**src/rtl/tmrw_pkg.sv**
```systemverilog
package tmrw_pkg;
    typedef enum logic [0:0] {BUS_IDLE, BUS_RESP} bus_st_e;
    typedef enum logic [0:0] {DIV_HALT, DIV_RUN} div_st_e;

    localparam logic [31:0] SEL_CTRL = 32'h0000_0000;
    localparam logic [31:0] SEL_GATE = 32'h0000_0030;
    localparam int RUN_BIT  = 0;
    localparam int PSEL_LSB = 8;
    localparam int PSEL_W   = 3;
    localparam int PH_W     = 2;
endpackage

```
**src/rtl/tmrw_regs.sv**
```systemverilog
module tmrw_regs
    import tmrw_pkg::*;
#(
    parameter int AW = 3,
    parameter int DW = 32,
    parameter logic [AW-1:0] OFS_DATA = 3'h0,
    parameter logic [AW-1:0] OFS_SEL  = 3'h4
) (
    input  logic          clk,
    input  logic          rst_n,
    input  logic          wr_en,
    input  logic          rd_en,
    input  logic [AW-1:0] addr,
    input  logic [DW-1:0] wdata,
    output logic [DW-1:0] rdata,
    output logic [DW-1:0] ctrl_word,
    output logic [DW-1:0] gate_word
);
    bus_st_e       st_q, st_d;
    logic [DW-1:0] sel_q;
    logic [DW-1:0] ctrl_q;
    logic [DW-1:0] gate_q;
    logic [DW-1:0] rd_q;
    logic [DW-1:0] rd_mux;
    logic          wr_data;
    logic          wr_sel;

    assign wr_data = wr_en && (addr == OFS_DATA);
    assign wr_sel  = wr_en && (addr == OFS_SEL);

    always_comb begin
        st_d = st_q;
        unique case (st_q)
            BUS_IDLE: st_d = rd_en ? BUS_RESP : BUS_IDLE;
            BUS_RESP: st_d = rd_en ? BUS_RESP : BUS_IDLE;
            default:  st_d = BUS_IDLE;
        endcase
    end

    always_ff @(posedge clk or negedge rst_n) begin
        if (!rst_n) st_q <= BUS_IDLE;
        else        st_q <= st_d;
    end

    always_comb begin
        rd_mux = '0;
        if (addr == OFS_SEL) begin
            rd_mux = sel_q;
        end else if (addr == OFS_DATA) begin
            if (sel_q == SEL_CTRL)      rd_mux = ctrl_q;
            else if (sel_q == SEL_GATE) rd_mux = gate_q;
            else                        rd_mux = '0;
        end
    end

    always_ff @(posedge clk or negedge rst_n) begin
        if (!rst_n) begin
            sel_q  <= '0;
            ctrl_q <= '0;
            gate_q <= '0;
            rd_q   <= '0;
        end else begin
            if (wr_sel) sel_q <= wdata;
            if (wr_data && sel_q == SEL_CTRL) ctrl_q <= wdata;
            if (wr_data && sel_q == SEL_GATE) gate_q <= wdata;
            if (rd_en) rd_q <= rd_mux;
        end
    end

    assign rdata     = (st_q == BUS_RESP) ? rd_q : '0;
    assign ctrl_word = ctrl_q;
    assign gate_word = gate_q;


    unimpl_write_chk: assert property (@(posedge clk) disable iff (!rst_n)
        (wr_data && sel_q != SEL_CTRL && sel_q != SEL_GATE)
            |=> ($stable(ctrl_q) && $stable(gate_q)));


    idle_rdata_chk: assert property (@(posedge clk) disable iff (!rst_n)
        !$past(rd_en) |-> (rdata == '0));
endmodule

```
**src/rtl/tmrw_presc.sv**
```systemverilog
module tmrw_presc
    import tmrw_pkg::*;
(
    input  logic              clk,
    input  logic              rst_n,
    input  logic              run,
    input  logic [PSEL_W-1:0] psel,
    output logic              tick
);
    div_st_e         st_q, st_d;
    logic [PH_W-1:0] ph_q;
    logic [PH_W-1:0] lim;

    always_comb begin
        unique case (psel)
            3'b001:  lim = PH_W'(0);
            3'b010:  lim = PH_W'(1);
            3'b100:  lim = PH_W'(3);
            default: lim = PH_W'(0);
        endcase
    end

    always_comb begin
        st_d = st_q;
        unique case (st_q)
            DIV_HALT: st_d = run ? DIV_RUN : DIV_HALT;
            DIV_RUN:  st_d = run ? DIV_RUN : DIV_HALT;
            default:  st_d = DIV_HALT;
        endcase
    end

    always_ff @(posedge clk or negedge rst_n) begin
        if (!rst_n) st_q <= DIV_HALT;
        else        st_q <= st_d;
    end

    assign tick = (st_q == DIV_RUN) && (ph_q >= lim);

    always_ff @(posedge clk or negedge rst_n) begin
        if (!rst_n) begin
            ph_q <= '0;
        end else if (st_q == DIV_RUN) begin
            ph_q <= tick ? '0 : ph_q + 1'b1;
        end else begin
            ph_q <= '0;
        end
    end


    back_to_back_tick_chk: assert property (@(posedge clk) disable iff (!rst_n)
        (tick && $past(tick)) |-> (lim == '0));
endmodule

```
**src/rtl/tmrw_count.sv**
```systemverilog
module tmrw_count #(
    parameter int CNT_W = 64
) (
    input  logic             clk,
    input  logic             rst_n,
    input  logic             inc,
    output logic [CNT_W-1:0] value
);
    logic [CNT_W-1:0] cnt_q;

    always_ff @(posedge clk or negedge rst_n) begin
        if (!rst_n)   cnt_q <= '0;
        else if (inc) cnt_q <= cnt_q + 1'b1;
    end

    assign value = cnt_q;


    count_step_chk: assert property (@(posedge clk) disable iff (!rst_n)
        inc |=> (cnt_q == $past(cnt_q) + 1'b1));


    count_hold_chk: assert property (@(posedge clk) disable iff (!rst_n)
        !inc |=> $stable(cnt_q));
endmodule

```
**src/rtl/tmr_index_wrap.sv**
```systemverilog
module tmr_index_wrap
    import tmrw_pkg::*;
#(
    parameter int AW    = 3,
    parameter int NCPU  = 4,
    parameter int CNT_W = 64
) (
    input  logic             clk,
    input  logic             rst_n,
    input  logic             wr_en,
    input  logic             rd_en,
    input  logic [AW-1:0]    addr,
    input  logic [31:0]      wdata,
    output logic [31:0]      rdata,
    input  logic [NCPU-1:0]  cmp_hit,
    output logic [NCPU-1:0]  cpu_irq,
    output logic             glob_en,
    output logic             tick_en,
    output logic [CNT_W-1:0] count
);
    localparam int DW = 32;

    logic [DW-1:0]   ctrl_word;
    logic [DW-1:0]   gate_word;
    logic [NCPU-1:0] irq_q;

    tmrw_regs #(.AW(AW), .DW(DW)) u_regs (
        .clk(clk), .rst_n(rst_n), .wr_en(wr_en), .rd_en(rd_en),
        .addr(addr), .wdata(wdata), .rdata(rdata),
        .ctrl_word(ctrl_word), .gate_word(gate_word)
    );

    tmrw_presc u_presc (
        .clk(clk), .rst_n(rst_n), .run(ctrl_word[RUN_BIT]),
        .psel(ctrl_word[PSEL_LSB +: PSEL_W]), .tick(tick_en)
    );

    tmrw_count #(.CNT_W(CNT_W)) u_count (
        .clk(clk), .rst_n(rst_n), .inc(tick_en), .value(count)
    );

    generate
        for (genvar i = 0; i < NCPU; i++) begin : g_irq
            always_ff @(posedge clk or negedge rst_n) begin
                if (!rst_n) irq_q[i] <= 1'b0;
                else        irq_q[i] <= cmp_hit[i] & gate_word[i];
            end
        end
    endgenerate

    assign cpu_irq = irq_q;
    assign glob_en = ctrl_word[RUN_BIT];


    irq_source_chk: assert property (@(posedge clk) disable iff (!rst_n)
        (cpu_irq != '0) |-> ($past(cmp_hit) != '0));


    run_rise_chk: assert property (@(posedge clk) disable iff (!rst_n)
        $rose(glob_en) |-> $past(wr_en));
endmodule

```
**config.mk**
```make
export PLATFORM = sky130hd
export DESIGN_NAME = tmr_index_wrap
export DESIGN_NICKNAME = d
export VERILOG_FILES = /design/src/rtl/tmrw_pkg.sv /design/src/rtl/tmrw_regs.sv /design/src/rtl/tmrw_presc.sv /design/src/rtl/tmrw_count.sv /design/src/rtl/tmr_index_wrap.sv
export SDC_FILE = /design/constraint.sdc
export NUM_CORES = 1
export LEC_CHECK = 0
export BUFFER_PORTS_ARGS = -buffer_cell sky130_fd_sc_hd__buf_2
export CAP_MARGIN = 10
export CORE_UTILIZATION = 35
export DETAILED_ROUTE_END_ITERATION = 8
export GPL_ROUTABILITY_DRIVEN = 0
export SLEW_MARGIN = 30
export SYNTH_ARGS = -nofsm -noshare
export SYNTH_HDL_FRONTEND = slang
export SYNTH_SLANG_ARGS = --single-unit
```
**constraint.sdc**
```tcl
create_clock -name clk -period 2.55 [get_ports clk]
set_input_delay 0.51 -clock clk [delete_from_list [all_inputs] [get_ports clk]]
set_output_delay 0.51 -clock clk [all_outputs]
set_load 0.01 [all_outputs]
```
==> reports/results.tsv, run 1 <==
stage	metric	value	unit
run_status	outcome	finished clean	
cells_and_area	num-nets-final	956	
yosys	synth-warning-count	0	
critical_path	timing.rr.end	u_count.value[54]$_DFFE_PN0P_	
power	max-vdd-ir-drop	330.4	uV
critical_path	ff2ff_path_depth	10	
drt	drt_iter0_drcs	399	
timing	fin_crit	2.511	ns
clock_network	clk_latency	0.44	ns
run	maxCapViolCount	0	
yosys	netlist_instances	752	
timing	final.setup_skew	0.01584	ns
timing	achievable-frequency	0.3982	GHz
timing	timing.final.crit_share	98.49	%
yosys	yosys_register_bits	200	
clock_network	holdBufCountCts	0	
timing	normalized_max_slew_margin	59.38	%
clock_network	clock_transition_time_at_the_flip_flop_clock_pins_of_the_worst_setup_and_hold_paths	0.08	ns
drt	via_per_inst	5.082	
timing	setup_viol_count_final	0	
yosys	synth_seq_area_share	55.87	%
clock_network	clk_root_buffer_cell	clkbuf_16	
critical_path	critical_path.cell_chain	xnor2_1 > nor2_1 > ha_1 > or3b_4 > nand2_4 > clkinv_4 > buf_6	
yosys	yosys.area.top_type_share	55.87	%
clock_network	h-tree-depth	4	
yosys	syn-mean-instance-area	11.91	um2
drt	dr_total_vias	6368	
cells_and_area	multi_input_area	3801	um2
yosys	post_synth_fa_ha_maj_area_fraction	0.4191	%
clock_network	ctsLongestPathBuffers	2	
critical_path	timing.critical_path.slowest_stage_cell	dfrtp_1	
cells_and_area	flow.area_growth_from_synthesis	21.90	%
floorplanning	core_region_area	25110	um2
global_routing	track_usage	17.48	%
cells_and_area	final_common_cell	dfrtp_1	
timing	layout_setup_ws	0.03860	ns
floorplanning	initial_core_util	35.67	%
floorplanning	die_height	162.0	um
power	power.density	634.2	nW/um2
critical_path	criticalPathCategory	flip-flop to output pin	
cells_and_area	number_of_fill_cells	2429	
placement	post_place_cells	1217	
drt	drc	0	
critical_path	worst-endpoint-arrival	2.00	ns
critical_path	reg2reg_setup_slack	0.18	ns
yosys	synth_nets	798	
timing	maxSlewViolCount	0	
cells_and_area	number_of_non_filler_instances_in_the_completed_layout	1253	
drt	routed_wire_length_per_instance	17.61	um
timing	worst_slew_pin_slew	0.6037	ns
clock_network	clock_sink_count	200	
cells_and_area	fraction_of_layout_instances_using_a_drive_strength_above_1	34.56	%
clock_network	cts_tree	built	
critical_path	worstReg2RegStart	u_regs.ctrl_word[9]$_DFFE_PN0P_	
floorplanning	dieWidth	162.0	um
critical_path	crit_path_start_kind	flip-flop	
power	leak_pwr	0.005344	uW
cells_and_area	most-common-layout-cells	200 x dfrtp_1, 142 x buf_2, 93 x mux2_2	
critical_path	worst_path_dominant_cell_family	simple AND/OR/NAND/NOR gates	
critical_path	worst_setup_path_end_kind	output pin	
drt	firstDrtPassIters	5	
placement	portBuffers	144	
yosys	dominant_combinational_cell_family_by_area_after_synthesis	simple AND/OR/NAND/NOR gates	
drt	wl	22.06	mm
critical_path	timing.critical_path.slowest_cell_delay	0.41	ns
floorplanning	rows	58	
power	report.power.total	6925	uW
drt	remaining_number_of_nets_flagged_by_the_antenna_check_after_routing	0	
critical_path	critical_path.max_fanout	4	
global_routing	grt_antenna_before_repair	2	
yosys	yosys_most_used_dff	dfrtp_1	
global_routing	largest_net_degree_at_the_start_of_global_routing	69	
global_routing	grt_pass1_vias	6357	
floorplanning	pin_count	145	
yosys	synth_area_leader_cell	dfrtp_1	
placement	detailed_place_hpwl	15.23	mm
yosys	synth.mux.area_fraction	12.07	%
global_routing	wire_length_of_the_first_global_routing_pass	35.47	mm
yosys	post_synth_xor_area_fraction	6.356	%
global_routing	gr-total-overflow	0	
yosys	most_area_consuming_cells_after_synthesis	dfrtp_1 56%, mux2_2 12%, xnor2_1 3.9%	
clock_network	cts_made_buffers	17	
cells_and_area	insertedDiodeCount	0	
yosys	synth-edff-count	0	
yosys	synth_compound_area_share	7.739	%
timing	grt_setup_unrepaired	yes	
critical_path	buf_inv_stages_crit_path	2	
critical_path	timing.critical_path.required	2.04	ns
placement	pre_cts_slack	0.1307	ns
yosys	post_synth_instance_area	8957	um2
worst_hold_path	hold_path.class	input port to asynchronous set/reset pin	
cells_and_area	regArea	5005	um2
timing	final-hold-violation-count	0	
floorplanning	fp.dieArea	26240	um2
yosys	ys_async_sr_fraction	100.0	%
yosys	synth_cell_type_count	40	
yosys	synth-simple-area-share	15.48	%
## synthesized netlist by cell type (8+ instances only)
cell,count
xnor2_1,40
nor4_1,11
and4_1,8
nand4_1,23
nor2_1,55
a22o_1,32
nand3_1,24
clkbuf_1,25
nand2_1,35
dfrtp_1,200
a21oi_1,33
and3_1,9
and2_1,41
nor3_1,14
xor2_1,25
a22oi_1,32
mux2_2,93
## power breakdown
part           total (uW)  switching [uW]  internal (uW)
combinational         622             356            266
sequential           3500             152           3350
clock                2800            1360           1440
## worst max-delay path by stage
stage / startpoint / endpoint / slack [ns] / cells after the start
finish: u_regs.ctrl_word[9]$_DFFE_PN0P_ / tick_en / 0.04 / 7
detailed placement: addr[2] / u_regs.gate_word[3]$_DFFE_PN0P_ / 0.13 / 8
floorplan: u_regs.ctrl_word[9]$_DFFE_PN0P_ / u_count.value[56]$_DFFE_PN0P_ / 0.16 / 9
CTS: u_regs.ctrl_word[9]$_DFFE_PN0P_ / tick_en / 0.005 / 7
global placement: u_regs.ctrl_word[9]$_DFFE_PN0P_ / tick_en / 0.20 / 7
global route: u_regs.ctrl_word[9]$_DFFE_PN0P_ / tick_en / -0.07 / 7
## layout make-up
cell class | count | area share (%)
inverters | 8 | 0.3208
clock inverters | 13 | 1.570
multi-input cells | 507 | 34.81
flip-flops and latches | 200 | 45.83
repair buffers | 176 | 9.625
well taps | 330 | 3.781
clock buffers | 19 | 4.056
## kinds of logic (layout without fill, tap and decap cells)
family | count (synthesis) | in the layout
adder cells (fa/ha/maj) | 3 | 3
AND/OR/NAND/NOR | 245 | 245
multiplexers | 96 | 96
AO/OA/AOI/OAI | 98 | 98
buffers and inverters | 45 | 216
flip-flops | 200 | 200
XOR/XNOR | 65 | 65
## routing by layer
metal	vias to the layer above	routed length, um	GRT usage, %
met5	-	18	0
met4	4	310	5.617
met3	25	901	2.835
met2	139	10370	27.12
met1	3184	10460	24.88
li1	3016	-	-
## flip-flops by register name (all words and copies together) (netlist names)
name	count
u_count.value	64
u_regs.ctrl_word	32
u_regs.gate_word	32
u_regs.rd_q	32
u_regs.sel_q	32
cpu_irq	4
u_presc.ph_q	2
u_presc.st_q	1
u_regs.st_q	1
## metrics by stage
stage | area (um2) | setup TNS [ns] | util, % | hold WS [ns]
after floorplan | 8957 | 0 | - | 0.2144
after global placement | 10240 | 0 | 40.78 | 0.4044
after detailed placement | 10240 | 0 | 40.78 | 0.4153
after CTS | 10900 | 0 | 43.43 | 0.08794
after global routing | 10920 | -0.07773 | 43.49 | 0.1067
final | 10920 | 0 | 43.49 | 0.06469
## timing repair
| item | CTS | global route |
|---|---|---|
| setup endpoints to repair | 1 | 11 |
| gates cloned | 0 | 0 |
| pin swaps | 3 | 0 |
| buffers inserted | 4 | 0 |
| gates resized for setup | 6 | 2 |
(Power assumes the default switching activity.)
==> inputs of run 2 (changes only) <==
--- a/config.mk
+++ b/config.mk
@@ -10,6 +10,7 @@
 export CORE_UTILIZATION = 35
 export DETAILED_ROUTE_END_ITERATION = 8
 export GPL_ROUTABILITY_DRIVEN = 0
+export SETUP_SLACK_MARGIN = 0.4
 export SLEW_MARGIN = 30
 export SYNTH_ARGS = -nofsm -noshare
 export SYNTH_HDL_FRONTEND = slang
==> reports/results.tsv, run 2 (synthesis results as in run 1) <==
stage	metric	value	unit	change
clock_network	h-tree-depth	4		unchanged
drt	drc	2		+2
global_routing	largest_net_degree_at_the_start_of_global_routing	65		-5.8%
clock_network	clock_transition_time_at_the_flip_flop_clock_pins_of_the_worst_setup_and_hold_paths	0.08	ns	about the same
clock_network	cts_tree	built		
cells_and_area	flow.area_growth_from_synthesis	33.55	%	
critical_path	worst-endpoint-arrival	2.01	ns	about the same
cells_and_area	regArea	5011	um2	+0.13%
cells_and_area	multi_input_area	4469	um2	+18%
global_routing	gr-total-overflow	0		unchanged
cells_and_area	number_of_non_filler_instances_in_the_completed_layout	1283		+2.4%
drt	routed_wire_length_per_instance	18.19	um	+3.3%
critical_path	critical_path.max_fanout	3		-1
floorplanning	dieWidth	162.0	um	unchanged
drt	remaining_number_of_nets_flagged_by_the_antenna_check_after_routing	0		unchanged
cells_and_area	fraction_of_layout_instances_using_a_drive_strength_above_1	43.16	%	+8.6 points
drt	dr_total_vias	6623		+4.0%
critical_path	critical_path.cell_chain	xnor2_1 > nor2_1 > ha_2 > or3b_4 > nand2_4 > clkinv_4 > buf_6		
timing	totalNegativeSetupSlack	0	ns	unchanged
cells_and_area	num-nets-final	983		+2.8%
timing	maxSlewViolCount	0		unchanged
timing	setup_viol_count_final	0		unchanged
timing	final.setup_skew	0.01507	ns	-0.0007701 ns
critical_path	timing.critical_path.slowest_cell_delay	0.41	ns	about the same
critical_path	timing.critical_path.slowest_stage_cell	dfrtp_1		
run_status	outcome	finished, violations left		
timing	achievable-frequency	0.3969	GHz	-0.32%
cells_and_area	largest_reg_flops	64		unchanged
global_routing	track_usage	17.82	%	+0.33 points
cells_and_area	most-common-layout-cells	195 x dfrtp_1, 142 x buf_2, 66 x mux2_2		
timing	final-hold-violation-count	0		unchanged
floorplanning	core_region_area	25110	um2	unchanged
power	report.power.total	7182	uW	+3.7%
timing	fin_crit	2.520	ns	+0.008111 ns
floorplanning	pin_count	145		unchanged
critical_path	criticalPathCategory	flip-flop to output pin		
critical_path	worst_path_dominant_cell_family	simple AND/OR/NAND/NOR gates		
critical_path	crit_path_start_kind	flip-flop		
global_routing	grt_pass1_vias	6323		-0.53%
power	pwr-share-clk	41.6	%	+1.1 points
clock_network	clk_latency	0.43	ns	about the same
drt	wl	23.34	mm	+5.8%
critical_path	timing.critical_path.required	2.04	ns	about the same
power	comb_power_share	9.3	%	+0.3 points
drt	drt_iter0_drcs	366		-8.3%
drt	firstDrtPassIters	7		+2
clock_network	clock_sink_count	200		unchanged
floorplanning	rows	58		unchanged
power	power_frac_seq	49.1	%	-1.4 points
floorplanning	initial_core_util	35.67	%	unchanged
clock_network	clk_root_buffer_cell	clkbuf_16		
run_status	violations	DRC		
floorplanning	fp.dieArea	26240	um2	unchanged
clock_network	ctsLongestPathBuffers	2		unchanged
cells_and_area	number_of_fill_cells	2299		-5.4%
power	internal-power	5299	uW	+4.8%
global_routing	grt_antenna_before_repair	4		+2
critical_path	buf_inv_stages_crit_path	2		unchanged
timing	normalized_max_slew_margin	47.36	%	-12 points
worst_hold_path	hold_path.class	input port to flip-flop		
timing	worst_slew_pin_slew	0.7836	ns	+0.1798 ns
power	power.density	600.4	nW/um2	-5.3%
global_routing	wire_length_of_the_first_global_routing_pass	36.26	mm	+2.2%
placement	portBuffers	144		unchanged
clock_network	cts_made_buffers	17		unchanged
drt	via_per_inst	5.162		+1.6%
power	max-vdd-ir-drop	475.4	uV	+44%
floorplanning	die_height	162.0	um	unchanged
critical_path	worst_setup_path_end_kind	output pin		
placement	detailed_place_hpwl	15.17	mm	-0.38%
timing	grt_setup_unrepaired	yes		
run	maxCapViolCount	0		unchanged
power	leak_pwr	0.006097	uW	+14%
power	power_switching_share	26.23	%	-0.73 points
cells_and_area	final_common_cell	dfrtp_1		
placement	post_place_cells	1212		-0.41%
timing	timing.final.crit_share	98.80	%	+0.32 points
power	switchingPower	1884	uW	+0.91%
run 2: metrics by stage:
step / setup WS (ns) / utilization (%) / hold slack, ns / area (um2)
2_1_floorplan: 0.3747 / - / 0.2144 / 8961
3_3_place_gp: 0.2039 / 40.64 / 0.4106 / 10200
3_5_place_dp: 0.08753 / 40.64 / 0.4296 / 10200
4_1_cts: 0.02312 / 44.84 / 0.2775 / 11260
5_1_grt: -0.07031 / 47.63 / 0.2801 / 11960
6_report: 0.03048 / 47.64 / 0.2845 / 11960
run 2: path summary, 6_finish.rpt:
path,startpoint,to,slack [ns],cells after the start
worst max-delay path,u_regs.ctrl_word[9]$_DFFE_PN0P_,tick_en,0.03,7
worst min-delay path,cmp_hit[0],cpu_irq[0]$_DFF_PN0_,0.28,2
worst max register to register,u_regs.ctrl_word[9]$_DFFE_PN0P_,u_count.value[35]$_DFFE_PN0P_,0.24,10
worst min register to register,u_regs.ctrl_word[0]$_DFFE_PN0P_,u_presc.st_q$_DFF_PN0_,0.44,0
max in group asynchronous,rst_n,u_count.value[16]$_DFFE_PN0P_,1.31,3
min in group asynchronous,rst_n,u_regs.rd_q[20]$_DFFE_PN0P_,0.56,2
run 2: area by class of cell:
type	instances	area share, %
clock buffer	19	3.786
tap	330	3.452
timing repair buffer	203	11.47
sequential	200	41.89
multi-input combinational	507	37.36
antenna	3	0.06276
inverter	8	0.2929
clock inverter	13	1.684
run 2: timing repair:
action                                 in CTS  in global routing
setup endpoints to repair                 160                103
pin swaps                                  17                 41
endpoints found under the hold margin       1                  0
hold buffers                                1                  0
gates resized for setup                    41                116
buffers inserted                           18                 14
cloned                                      2                  1
run 2: worst reg2reg max path: stages, from the launching register on:
cell and delay [ns]:
dfrtp_1 0.41, xnor2_1 0.14, nor2_1 0.10, ha_2 0.28, or3b_4 0.40, buf_4 0.15
buf_6 0.11, and3_4 0.19, nand3_4 0.19, nor3_4 0.07, xor2_1 0.15
run 2: power groups by stage:
stage | sequential, uW | combinational (uW) | clock, uW
floorplan | 3510 | 335 | 0
finish | 3530 | 669 | 2990
global placement | 3550 | 616 | 0
CTS | 3520 | 644 | 3050
detailed placement | 3560 | 623 | 0
global route | 3550 | 739 | 3180
run 2: per-layer routing:
| metal | GRT usage [%] | vias to the layer above | part of all wire (%) |
|---|---|---|---|
| met5 | 0 | - | 0.043 |
| met4 | 5.446 | 2 | 1.4 |
| met3 | 2.630 | 22 | 3.0 |
| met2 | 27.90 | 118 | 48 |
| met1 | 25.41 | 3390 | 47 |
| li1 | - | 3091 | - |
